File: config.mk
export PLATFORM = sky130hd
export DESIGN_NAME = boost_fault_sup
export DESIGN_NICKNAME = d
export VERILOG_FILES = /design/src/rtl/boost_sup_pkg.sv /design/src/rtl/fault_qual.sv /design/src/rtl/sup_regs.sv /design/src/rtl/sup_fsm.sv /design/src/rtl/boost_fault_sup.sv
export SDC_FILE = /design/constraint.sdc
export NUM_CORES = 1
export LEC_CHECK = 0
export CORE_MARGIN = 10
export CORE_UTILIZATION = 40
export CTS_CLUSTER_DIAMETER = 100
export CTS_CLUSTER_SIZE = 14
export DETAILED_ROUTE_END_ITERATION = 6
export SLEW_MARGIN = 20
export SYNTH_ARGS = -nofsm -noshare
export SYNTH_HDL_FRONTEND = slang
export SYNTH_HIERARCHICAL = 1
export SYNTH_SLANG_ARGS = --single-unit
export TNS_END_PERCENT = 10
File: constraint.sdc
create_clock -name clk -period 8.95 [get_ports clk]
set_input_delay 1.79 -clock clk [delete_from_list [all_inputs] [get_ports clk]]
set_output_delay 1.79 -clock clk [all_outputs]
set_load 0.01 [all_outputs]
File: src/rtl/boost_sup_pkg.sv
package boost_sup_pkg;

    localparam int NUM_FAULTS = 2;
    localparam int FLT_OC     = 0;
    localparam int FLT_OV     = 1;

    localparam logic [7:0] ADDR_STATUS = 8'h02;
    localparam logic [7:0] ADDR_CTRL   = 8'h03;

    typedef enum logic [1:0] {
        ST_DISABLED   = 2'd0,
        ST_RUNNING    = 2'd1,
        ST_FAULT_WAIT = 2'd2,
        ST_SHUTDOWN   = 2'd3
    } sup_state_e;

    typedef struct packed {
        logic [NUM_FAULTS-1:0] flag;
        logic [NUM_FAULTS-1:0] prot_en;
        logic                  manual;
        logic                  mrcv;
        logic                  boost_en;
    } regs_t;

endpackage

File: src/rtl/fault_qual.sv
module fault_qual #(
    parameter int unsigned CNT_MAX = 12,
    parameter int unsigned CW      = 4
) (
    input  logic clk,
    input  logic rst_n,
    input  logic arm,
    input  logic enable,
    input  logic fault_in,
    output logic pending,
    output logic confirm
);

    logic [CW-1:0] cnt_d, cnt_q;

    always_comb begin
        pending = arm & enable & fault_in;
        confirm = pending && (cnt_q == CW'(CNT_MAX - 1));
        cnt_d   = cnt_q;
        if (!pending || confirm) begin
            cnt_d = '0;
        end else begin
            cnt_d = cnt_q + 1'b1;
        end
    end

    always_ff @(posedge clk or negedge rst_n) begin
        if (!rst_n) begin
            cnt_q <= '0;
        end else begin
            cnt_q <= cnt_d;
        end
    end

endmodule

File: src/rtl/sup_regs.sv
module sup_regs
    import boost_sup_pkg::*;
(
    input  logic                  clk,
    input  logic                  rst_n,
    input  logic                  bus_wr,
    input  logic                  bus_rd,
    input  logic [7:0]            bus_addr,
    input  logic [7:0]            bus_wdata,
    input  logic [NUM_FAULTS-1:0] set_flag,
    output logic [7:0]            bus_rdata,
    output logic [NUM_FAULTS-1:0] flag,
    output logic [NUM_FAULTS-1:0] prot_en,
    output logic                  manual,
    output logic                  mrcv,
    output logic                  boost_en,
    output logic                  irq
);

    regs_t regs_d, regs_q;
    logic  unused_wbits;

    assign unused_wbits = ^bus_wdata[7:4];

    always_comb begin
        regs_d      = regs_q;
        regs_d.mrcv = 1'b0;
        if (bus_wr && bus_addr == ADDR_STATUS) begin
            regs_d.prot_en[FLT_OC] = bus_wdata[1];
            regs_d.prot_en[FLT_OV] = bus_wdata[3];
        end
        if (bus_wr && bus_addr == ADDR_CTRL) begin
            regs_d.manual   = bus_wdata[0];
            regs_d.mrcv     = bus_wdata[1];
            regs_d.boost_en = bus_wdata[2];
        end
        if (bus_rd && bus_addr == ADDR_STATUS) begin
            regs_d.flag = '0;
        end
        regs_d.flag = regs_d.flag | set_flag;
    end

    always_comb begin
        bus_rdata = 8'h00;
        if (bus_rd) begin
            if (bus_addr == ADDR_STATUS) begin
                bus_rdata = {4'b0000, regs_q.prot_en[FLT_OV], regs_q.flag[FLT_OV],
                             regs_q.prot_en[FLT_OC], regs_q.flag[FLT_OC]};
            end else if (bus_addr == ADDR_CTRL) begin
                bus_rdata = {5'b00000, regs_q.boost_en, regs_q.mrcv, regs_q.manual};
            end
        end
    end

    always_ff @(posedge clk or negedge rst_n) begin
        if (!rst_n) begin
            regs_q          <= '0;
            regs_q.prot_en  <= '1;
        end else begin
            regs_q <= regs_d;
        end
    end

    assign flag     = regs_q.flag;
    assign prot_en  = regs_q.prot_en;
    assign manual   = regs_q.manual;
    assign mrcv     = regs_q.mrcv;
    assign boost_en = regs_q.boost_en;
    assign irq      = |(regs_q.flag & regs_q.prot_en);

endmodule

File: src/rtl/sup_fsm.sv
module sup_fsm
    import boost_sup_pkg::*;
#(
    parameter int unsigned RECOV_CYC = 200,
    parameter int unsigned RW        = 8
) (
    input  logic                  clk,
    input  logic                  rst_n,
    input  logic                  boost_en,
    input  logic                  manual,
    input  logic                  mrcv,
    input  logic [NUM_FAULTS-1:0] pending,
    input  logic [NUM_FAULTS-1:0] confirm,
    input  logic                  raw_fault,
    output sup_state_e            state,
    output logic                  armed,
    output logic                  conv_en
);

    typedef struct packed {
        sup_state_e    state;
        logic [RW-1:0] rcnt;
    } fsm_t;

    fsm_t fsm_d, fsm_q;
    logic tmo;
    logic retry;

    always_comb begin
        fsm_d = fsm_q;
        tmo   = (fsm_q.rcnt == RW'(RECOV_CYC - 1));
        retry = manual ? mrcv : tmo;
        if (!boost_en) begin
            fsm_d.state = ST_DISABLED;
            fsm_d.rcnt  = '0;
        end else begin
            case (fsm_q.state)
                ST_DISABLED: begin
                    fsm_d.state = ST_RUNNING;
                end
                ST_RUNNING, ST_FAULT_WAIT: begin
                    if (|confirm) begin
                        fsm_d.state = ST_SHUTDOWN;
                        fsm_d.rcnt  = '0;
                    end else if (|pending) begin
                        fsm_d.state = ST_FAULT_WAIT;
                    end else begin
                        fsm_d.state = ST_RUNNING;
                    end
                end
                ST_SHUTDOWN: begin
                    if (!manual) begin
                        fsm_d.rcnt = tmo ? '0 : fsm_q.rcnt + 1'b1;
                    end
                    if (retry) begin
                        fsm_d.rcnt = '0;
                        if (!raw_fault) begin
                            fsm_d.state = ST_RUNNING;
                        end
                    end
                end
                default: begin
                    fsm_d.state = ST_DISABLED;
                end
            endcase
        end
    end

    always_ff @(posedge clk or negedge rst_n) begin
        if (!rst_n) begin
            fsm_q.state <= ST_DISABLED;
            fsm_q.rcnt  <= '0;
        end else begin
            fsm_q <= fsm_d;
        end
    end

    assign state   = fsm_q.state;
    assign armed   = (fsm_q.state == ST_RUNNING) || (fsm_q.state == ST_FAULT_WAIT);
    assign conv_en = boost_en && (fsm_q.state != ST_SHUTDOWN);

endmodule

File: src/rtl/boost_fault_sup.sv
module boost_fault_sup
    import boost_sup_pkg::*;
#(
    parameter int unsigned CLK_HZ   = 24_576_000,
    parameter int unsigned FAULT_US = 1200,
    parameter int unsigned RECOV_US = 20000
) (
    input  logic       clk,
    input  logic       rst_n,
    input  logic       oc_det,
    input  logic       ov_det,
    input  logic       bus_wr,
    input  logic       bus_rd,
    input  logic [7:0] bus_addr,
    input  logic [7:0] bus_wdata,
    output logic [7:0] bus_rdata,
    output logic       conv_en,
    output logic       fault_irq
);

    localparam int unsigned PERSIST_RAW = (CLK_HZ / 1000) * FAULT_US / 1000;
    localparam int unsigned RECOV_RAW   = (CLK_HZ / 1000) * RECOV_US / 1000;
    localparam int unsigned PERSIST_CYC = (PERSIST_RAW < 1) ? 1 : PERSIST_RAW;
    localparam int unsigned RECOV_CYC   = (RECOV_RAW < 1) ? 1 : RECOV_RAW;
    localparam int unsigned PW          = $clog2(PERSIST_CYC + 1);
    localparam int unsigned RW          = $clog2(RECOV_CYC + 1);

    logic [NUM_FAULTS-1:0] fault_in;
    logic [NUM_FAULTS-1:0] pending;
    logic [NUM_FAULTS-1:0] confirm;
    logic [NUM_FAULTS-1:0] flag;
    logic [NUM_FAULTS-1:0] prot_en;
    logic                  manual;
    logic                  mrcv;
    logic                  boost_en;
    logic                  armed;
    logic                  raw_fault;
    sup_state_e            state;

    assign fault_in[FLT_OC] = oc_det;
    assign fault_in[FLT_OV] = ov_det;
    assign raw_fault        = |(prot_en & fault_in);

    for (genvar g = 0; g < NUM_FAULTS; g++) begin : g_qual
        fault_qual #(
            .CNT_MAX (PERSIST_CYC),
            .CW      (PW)
        ) u_qual (
            .clk      (clk),
            .rst_n    (rst_n),
            .arm      (armed),
            .enable   (prot_en[g]),
            .fault_in (fault_in[g]),
            .pending  (pending[g]),
            .confirm  (confirm[g])
        );
    end

    sup_regs u_regs (
        .clk       (clk),
        .rst_n     (rst_n),
        .bus_wr    (bus_wr),
        .bus_rd    (bus_rd),
        .bus_addr  (bus_addr),
        .bus_wdata (bus_wdata),
        .set_flag  (confirm),
        .bus_rdata (bus_rdata),
        .flag      (flag),
        .prot_en   (prot_en),
        .manual    (manual),
        .mrcv      (mrcv),
        .boost_en  (boost_en),
        .irq       (fault_irq)
    );

    sup_fsm #(
        .RECOV_CYC (RECOV_CYC),
        .RW        (RW)
    ) u_fsm (
        .clk       (clk),
        .rst_n     (rst_n),
        .boost_en  (boost_en),
        .manual    (manual),
        .mrcv      (mrcv),
        .pending   (pending),
        .confirm   (confirm),
        .raw_fault (raw_fault),
        .state     (state),
        .armed     (armed),
        .conv_en   (conv_en)
    );

endmodule

==> run_results.csv, run 1 <==
group,metric,value,unit
run_status,outcome,"complete, no violations",
placed_design,hpwl,4600,um
pwr,p_leak,0.00145,uW
die,die_w,111,um
die,start_util,40.5,%
timing,rsz0062_at_grt,"no",
yosys,syn-cell-area,0.00330,mm^2
route,drt_wl_total,6540,um
layout,layout_common_cells,"dfrtp_1 (56), nor2_1 (50), nand3_1 (25)",
timing,skew,0.00857,ns
layout,area_growth_syn_to_layout,13.8,%
critical_path,arrival,3.48,ns
clock_network,numCtsBuffers,9,
clock_network,clk_latency,0.33,ns
grt,grt_pass1_wl,11300,um
route,wl_per_cell,13.7,um
critical_path,critical_path.max_stage_delay,0.54,ns
placed_design,placed_cells,460,
timing,relSlewSlack,46.6,%
grt,grtUsageTotal,10.8,%
critical_path,path_cells,"clkdlybuf4s50_1 > nor4b_2 > nand3_1 > nor2_1 > clkdlybuf4s50_1",
timing,setup_violations,0,
layout,nets,395,
critical_path,cp_common_cell,"clkdlybuf4s50_1",
grt,antenna_found_initial,0,
die,coreArea,0.00813,mm^2
critical_path,cp_max_fo,5,
placed_design,gp_congestion,0.768,
clock_network,cts_max_level,3,
layout,num_antenna_cells,0,
layout,fillerInstances,765,
layout,drive_above_1_share,9.70,%
route,drtIter0Drc,89,
die,dieArea,0.0123,mm^2
critical_path,crit_type,"in2out",
clock_network,clk_pin_slew,0.06,ns
route,drt_pass1_iterations,5,
die,rows,33,
worst_hold_path,min_path_type,"reg2reg",
clock_network,cts.sinks,58,
pwr,p_per_area,141,mW/mm^2
route,route.detailed.drc,0,
grt,grt_max_degree,59,
placed_design,portBuffers,23,
clock_network,cts_tree,"built",
timing,holdWs,0.473,ns
die,ios,32,
clock_network,cts_resized,0,
timing,fin_setup_tns,0,ns
timing,fmax,190,MHz
critical_path,critPathSlowestCell,"clkdlybuf4s50_1",
clock_network,cts-root-buf,"clkbuf_8",
layout,final_common_cell,"dfrtp_1",
critical_path,end_kind,"output pin",
run,cap_violations,0,
yosys,yosys_warnings,6,
layout,stdcell_count,476,
critical_path,r2r_cells,10,
yosys,avgSynthCellArea,9.70,um^2
route,drt-vias-per-instance,5.19,
route,ant_nets,0,
clock_network,cts.path.max_buffers,2,
timing,setup_ws,3.68,ns
die,fp.dieH,111,um
clock_network,holdBufCountCts,0,
worst_hold_path,whs_path_depth,1,
pwr,ir_worst_vdd,0.0000841,V
timing,tightest_slew,0.802,ns
route,vias,2471,
clock_network,cts_setup_buffers,0,
grt,grt_pass1_vias,2402,
yosys,syn_inst,340,
placed_design,dp_slack,3.65,ns
critical_path,critPathRequiredTime,7.16,ns
timing,period_needed,5.27,ns
grt,grt_overflow,0,
timing,period_share,58.9,%
timing,slew_viol_final,0,
timing,final-hold-violation-count,0,
critical_path,startpoint_type,"input port",
[routing by layer]
layer	track usage (%)	part of all wire, %	vias up
met3	3.73	3.7	4
li1	-	-	1259
met2	16.5	46	31
met5	0	0	-
met4	3.73	0.73	0
met1	13.8	49	1177
[area by class of cell]
cell class / instances / area (um^2) / area share [%]
Tap cell: 105 / 131 / 3.50
Multi-Input combinational cell: 257 / 1680 / 44.7
Sequential cell: 58 / 1450 / 38.7
Clock buffer: 14 / 163 / 4.33
Clock inverter: 2 / 35.0 / 0.933
Timing Repair Buffer: 24 / 233 / 6.20
Inverter: 16 / 60.1 / 1.60
[sequential cells by signal (all words and copies together) (netlist names)]
signal	count
u_fsm/fsm_q	19
u_regs/mrcv	1
u_regs/prot_en	2
u_fsm/state	2
u_regs/manual	1
u_regs/boost_en	1
g_qual.u_qual/cnt_q	30
u_regs/flag	2
[worst max-delay path: cells and delay by family]
kind | cells | cell delay (ns)
AND/OR/NAND/NOR | 3 | 0.61
buffers and inverters | 2 | 1.08
[per-stage QoR]
step	cell area [um^2]	util, %	total power, uW
final	3750	46.2	530
after detailed placement	3560	43.7	294
after floorplan	3310	-	279
after global routing	3750	46.2	555
after CTS	3750	46.2	541
after global placement	3560	43.7	294
[power breakdown]
part / total [uW] / switching, uW / internal (uW) / leakage, uW
Combinational: 23.2 / 12.6 / 10.5 / 0.000548
Clock: 241 / 97.1 / 144 / 0.000101
Sequential: 265 / 1.80 / 264 / 0.000803
[worst paths after layout]
kind,from,end,slack [ns]
worst max-delay path,bus_addr[0],bus_rdata[3],3.68
worst min-delay path,u_fsm/fsm_q[18],u_fsm/fsm_q[18],0.47
worst max register to register,g_qual[0].u_qual/cnt_q[0],u_fsm/fsm_q[12],5.53
worst min register to register,u_fsm/fsm_q[18],u_fsm/fsm_q[18],0.47
max in group asynchronous,rst_n,g_qual[1].u_qual/cnt_q[4],6.85
min in group asynchronous,rst_n,u_regs/manual,1.61
Note: power is estimated with default switching activity, not from simulation.
==> run 2, diff against run 1 <==
Clock period 8.95 ns to 4.85 ns, I/O delays scaled along.
==> run 2 against run 1 <==
Net effect:
- clock power up 55%
- sequential share of layout area up 0.40 points
- clock-buffer cell count down 1
- critical path type unchanged
- combinational power up 84%
- sequential cell count unchanged
- critical path depth unchanged
- via count down 2.0%
- largest cell class unchanged
- critical endpoint unchanged
- total power up 71%
==> run_results.csv, run 2 (synthesized netlist as in run 1, its figures left out) <==
group,metric,value,unit
clock_network,cts_resized,0,
layout,finalInstanceArea,0.00372,mm^2
worst_hold_path,min_path_type,"reg2reg",
route,ant_nets,0,
run_status,outcome,"complete, no violations",
clock_network,cts_max_level,3,
clock_network,holdBufCountCts,0,
clock_network,numCtsBuffers,9,
timing,relSlewSlack,45.6,%
die,coreArea,0.00813,mm^2
critical_path,critPathRequiredTime,3.88,ns
layout,layout_common_cells,"dfrtp_1 (56), nor2_1 (50), nand3_1 (25)",
timing,skew,0.00838,ns
timing,slew_viol_final,0,
timing,rsz0062_at_grt,"no",
run,cap_violations,0,
grt,grt_overflow,0,
route,wl_per_cell,13.8,um
grt,grtUsageTotal,10.7,%
clock_network,clk_latency,0.32,ns
grt,antenna_found_initial,0,
clock_network,cts-root-buf,"clkbuf_8",
layout,area_growth_syn_to_layout,12.7,%
timing,fmax,271,MHz
route,drtIter0Drc,82,
placed_design,hpwl,4660,um
timing,period_needed,3.69,ns
clock_network,clk_pin_slew,0.06,ns
critical_path,end_kind,"output pin",
die,start_util,40.5,%
critical_path,arrival,2.72,ns
timing,setup_violations,0,
route,drt-vias-per-instance,5.12,
placed_design,gp_congestion,0.754,
clock_network,cts.path.max_buffers,2,
die,ios,32,
placed_design,portBuffers,23,
pwr,ir_worst_vdd,0.000161,V
timing,final-hold-violation-count,0,
layout,top_register,"g_qual.u_qual/cnt_q",
critical_path,cp_max_fo,5,
clock_network,cts.sinks,58,
critical_path,crit_type,"in2out",
route,drt_wl_total,6530,um
die,rows,33,
layout,num_antenna_cells,0,
placed_design,place_area,0.00356,mm^2
clock_network,cts_tree,"built",
grt,grt_pass1_wl,11400,um
route,drt_pass1_iterations,4,
die,fp.dieH,111,um
pwr,p_per_area,244,mW/mm^2
die,die_w,111,um
clock_network,cts_setup_buffers,0,
route,vias,2422,
timing,tightest_slew,0.816,ns
layout,drive_above_1_share,9.24,%
timing,period_share,76.2,%
layout,largest_reg_flops,30,
timing,fin_setup_tns,0,ns
grt,grt_pass1_vias,2394,
layout,nets,395,
grt,grt_max_degree,42,
die,dieArea,0.0123,mm^2
layout,final_common_cell,"dfrtp_1",
critical_path,startpoint_type,"input port",
route,route.detailed.drc,0,
layout,top_regs,"g_qual.u_qual/cnt_q x30, u_fsm/fsm_q x19",
pwr,p_leak,0.00143,uW
-- run 2: where the power goes --
group          total, uW  internal [uW]  leakage, uW  switching [uW]
registers            490            487     0.000803            3.25
logic               42.8           19.4     0.000548            23.4
clock network        373            205    0.0000815             168
-- run 2: final cells by class --
type,instances,area (um^2)
fill,777,4420
multi-input combinational,257,1680
sequential,58,1450
timing repair buffer,24,233
clock buffer,13,159
tap,105,131
inverter,16,60.1
-- run 2: routing by layer --
layer / vias to the layer above / global-route usage, % / part of all wire (%)
met1: 1143 / 13.8 / 50
met2: 26 / 16.5 / 46
met5: - / 0 / 0
met4: 0 / 2.60 / 0.55
li1: 1249 / - / -
met3: 4 / 3.95 / 3.5
-- run 2: path summary, 6_finish.rpt --
check                                     startpoint                 to  slack (ns)  cells after the start
setup reg to reg           g_qual[0].u_qual/cnt_q[0]    u_fsm/fsm_q[12]        1.46                     10
min in group asynchronous                      rst_n        u_regs/mrcv        0.57                      1
max in group asynchronous                      rst_n  u_regs/prot_en[1]        3.40                      2
setup / recovery                         bus_addr[0]       bus_rdata[3]        1.16                      5
hold / removal                       u_fsm/fsm_q[18]    u_fsm/fsm_q[18]        0.48                      1
hold reg to reg                      u_fsm/fsm_q[18]    u_fsm/fsm_q[18]        0.48                      1
-- run 2: critical path: stages --
cell and delay [ns]:
clkdlybuf4s50_1 0.55, nor4b_2 0.33, nand3_1 0.20, nor2_1 0.13, clkdlybuf4s50_1 0.55
-- run 2: stage by stage --
| stage | setup slack, ns | hold WS (ns) | power (uW) | instances | utilization (%) |
|---|---|---|---|---|---|
| 6_report | 1.16 | 0.479 | 906 | 473 | 45.7 |
| 5_1_grt | 1.04 | 0.519 | 952 | 473 | 45.7 |
| 4_1_cts | 1.14 | 0.482 | 923 | 473 | 45.7 |
| 3_5_place_dp | 1.15 | 0.474 | 542 | 460 | 43.7 |
| 3_3_place_gp | 1.17 | 0.463 | 542 | 460 | 43.7 |
| 2_1_floorplan | 2.02 | 0.450 | 515 | 343 | - |
==> run 3, diff against run 2 <==
Clock period 4.85 ns to 3.7 ns, I/O delays scaled along.
==> run 3 against run 2 <==
Net effect:
- sequential cell count unchanged
- register-to-register slack got worse by 0.96 ns
- first-iteration DRC count grew 9.8%
- cell count increased by 1.3%
- global-route usage rose by 0.74 points
- via count increased by 5.3%
- die area unchanged
- critical endpoint unchanged
- largest cell class unchanged
==> run_results.csv, run 3 (synthesized netlist as in run 1, its figures left out) <==
group,metric,value,unit
run_status,outcome,"complete, no violations",
worst_hold_path,min_path_type,"in2async",
timing,period_needed,3.24,ns
timing,setup_violations,0,
clock_network,cts.sinks,58,
layout,num_antenna_cells,0,
critical_path,end_kind,"output pin",
die,coreArea,0.00813,mm^2
placed_design,placed_cells,463,
layout,top_register,"g_qual.u_qual/cnt_q",
clock_network,clk_latency,0.34,ns
layout,layout_common_cells,"dfrtp_1 (56), nor2_1 (50), nand3_1 (25)",
critical_path,path_cells,"clkdlybuf4s50_1 > nor4b_2 > nand3_1 > nor2_1 > clkdlybuf4s50_1",
timing,fin_setup_tns,0,ns
placed_design,portBuffers,23,
clock_network,cts_tree,"built",
critical_path,crit_type,"in2out",
grt,grt_max_degree,41,
clock_network,cts_max_level,3,
critical_path,critical_path.max_stage_delay,0.55,ns
timing,slew_viol_final,0,
clock_network,cts-root-buf,"clkbuf_8",
route,ant_nets,0,
die,die_w,111,um
clock_network,cts_setup_buffers,0,
layout,top_regs,"g_qual.u_qual/cnt_q x30, u_fsm/fsm_q x19",
layout,drive_above_1_share,10.2,%
critical_path,cp_max_fo,5,
die,start_util,40.5,%
critical_path,critPathRequiredTime,2.96,ns
pwr,power,1250,uW
clock_network,cts.path.max_buffers,2,
layout,stdcell_count,479,
route,wl_per_cell,14.0,um
route,route.detailed.drc,0,
layout,nets,398,
route,vias,2551,
grt,grt_pass1_wl,12000,um
clock_network,clk_pin_slew,0.07,ns
layout,largest_reg_flops,30,
placed_design,gp_congestion,0.785,
grt,antenna_found_initial,0,
grt,grt_pass1_vias,2499,
grt,grt_overflow,0,
timing,rsz0062_at_grt,"no",
die,ios,32,
die,fp.dieH,111,um
critical_path,critPathSlowestCell,"clkdlybuf4s50_1",
layout,final_common_cell,"dfrtp_1",
critical_path,cp_common_cell,"clkdlybuf4s50_1",
route,drt_wl_total,6720,um
clock_network,cts_resized,0,
layout,fillerInstances,770,
pwr,ir_worst_vdd,0.000183,V
pwr,p_leak,0.00146,uW
timing,final-hold-violation-count,0,
pwr,p_per_area,333,mW/mm^2
route,drt-vias-per-instance,5.33,
grt,grtUsageTotal,11.4,%
critical_path,arrival,2.50,ns
timing,skew,0.0106,ns
route,drtIter0Drc,90,
critical_path,startpoint_type,"input port",
route,drt_pass1_iterations,4,
placed_design,hpwl,4730,um
timing,fmax,309,MHz
die,dieArea,0.0123,mm^2
clock_network,holdBufCountCts,0,
timing,tightest_slew,0.791,ns
timing,relSlewSlack,47.3,%
die,rows,33,
layout,area_growth_syn_to_layout,14.0,%
run,cap_violations,0,
clock_network,numCtsBuffers,9,
timing,period_share,87.5,%
run 3: power breakdown:
part | switching, uW | internal [uW] | total, uW
Clock | 242 | 310 | 552
Sequential | 4.28 | 638 | 642
Combinational | 30.5 | 25.5 | 56.0
Total | 277 | 973 | 1250
run 3: final cells by class:
type	count	area (um^2)	area share (%)
Inverter	16	60.1	1.60
Tap cell	105	131	3.50
Timing Repair Buffer	27	255	6.79
Multi-Input combinational cell	257	1680	44.7
Sequential cell	58	1450	38.7
Clock inverter	3	40.0	1.07
Clock buffer	13	139	3.70
run 3: routing by layer:
layer | track usage (%) | vias to the layer above | share of wire, %
li1 | - | 1263 | -
met1 | 14.6 | 1255 | 49
met2 | 17.5 | 25 | 46
met3 | 3.57 | 8 | 3.4
met4 | 4.43 | 0 | 1.1
met5 | 0 | - | 0
run 3: worst paths after layout:
path                                                 from                 to  slack [ns]  cells after the start
worst max-delay path                          bus_addr[0]       bus_rdata[3]        0.46                      5
worst min register to register            u_fsm/fsm_q[18]    u_fsm/fsm_q[18]        0.47                      1
max in group asynchronous                           rst_n  u_regs/prot_en[1]        2.48                      2
min in group clk                          u_fsm/fsm_q[18]    u_fsm/fsm_q[18]        0.47                      1
worst max register to register  g_qual[0].u_qual/cnt_q[0]     u_fsm/fsm_q[7]        0.50                     11
worst min-delay path                                rst_n    u_fsm/fsm_q[13]        0.34                      1
run 3: worst max-delay path, delay by kind of cell:
kind | cells | cell delay [ns]
buffers and inverters | 2 | 1.09
AND/OR/NAND/NOR | 3 | 0.66
run 3: through the flow:
stage / hold WS (ns) / setup WS, ns / utilization (%) / area (um^2)
2_1_floorplan: 0.444 / 0.873 / - / 3310
3_3_place_gp: 0.471 / 0.451 / 44.0 / 3580
3_5_place_dp: 0.473 / 0.425 / 44.0 / 3580
4_1_cts: 0.344 / 0.417 / 46.2 / 3760
5_1_grt: 0.355 / 0.237 / 46.2 / 3760
6_report: 0.344 / 0.463 / 46.2 / 3760
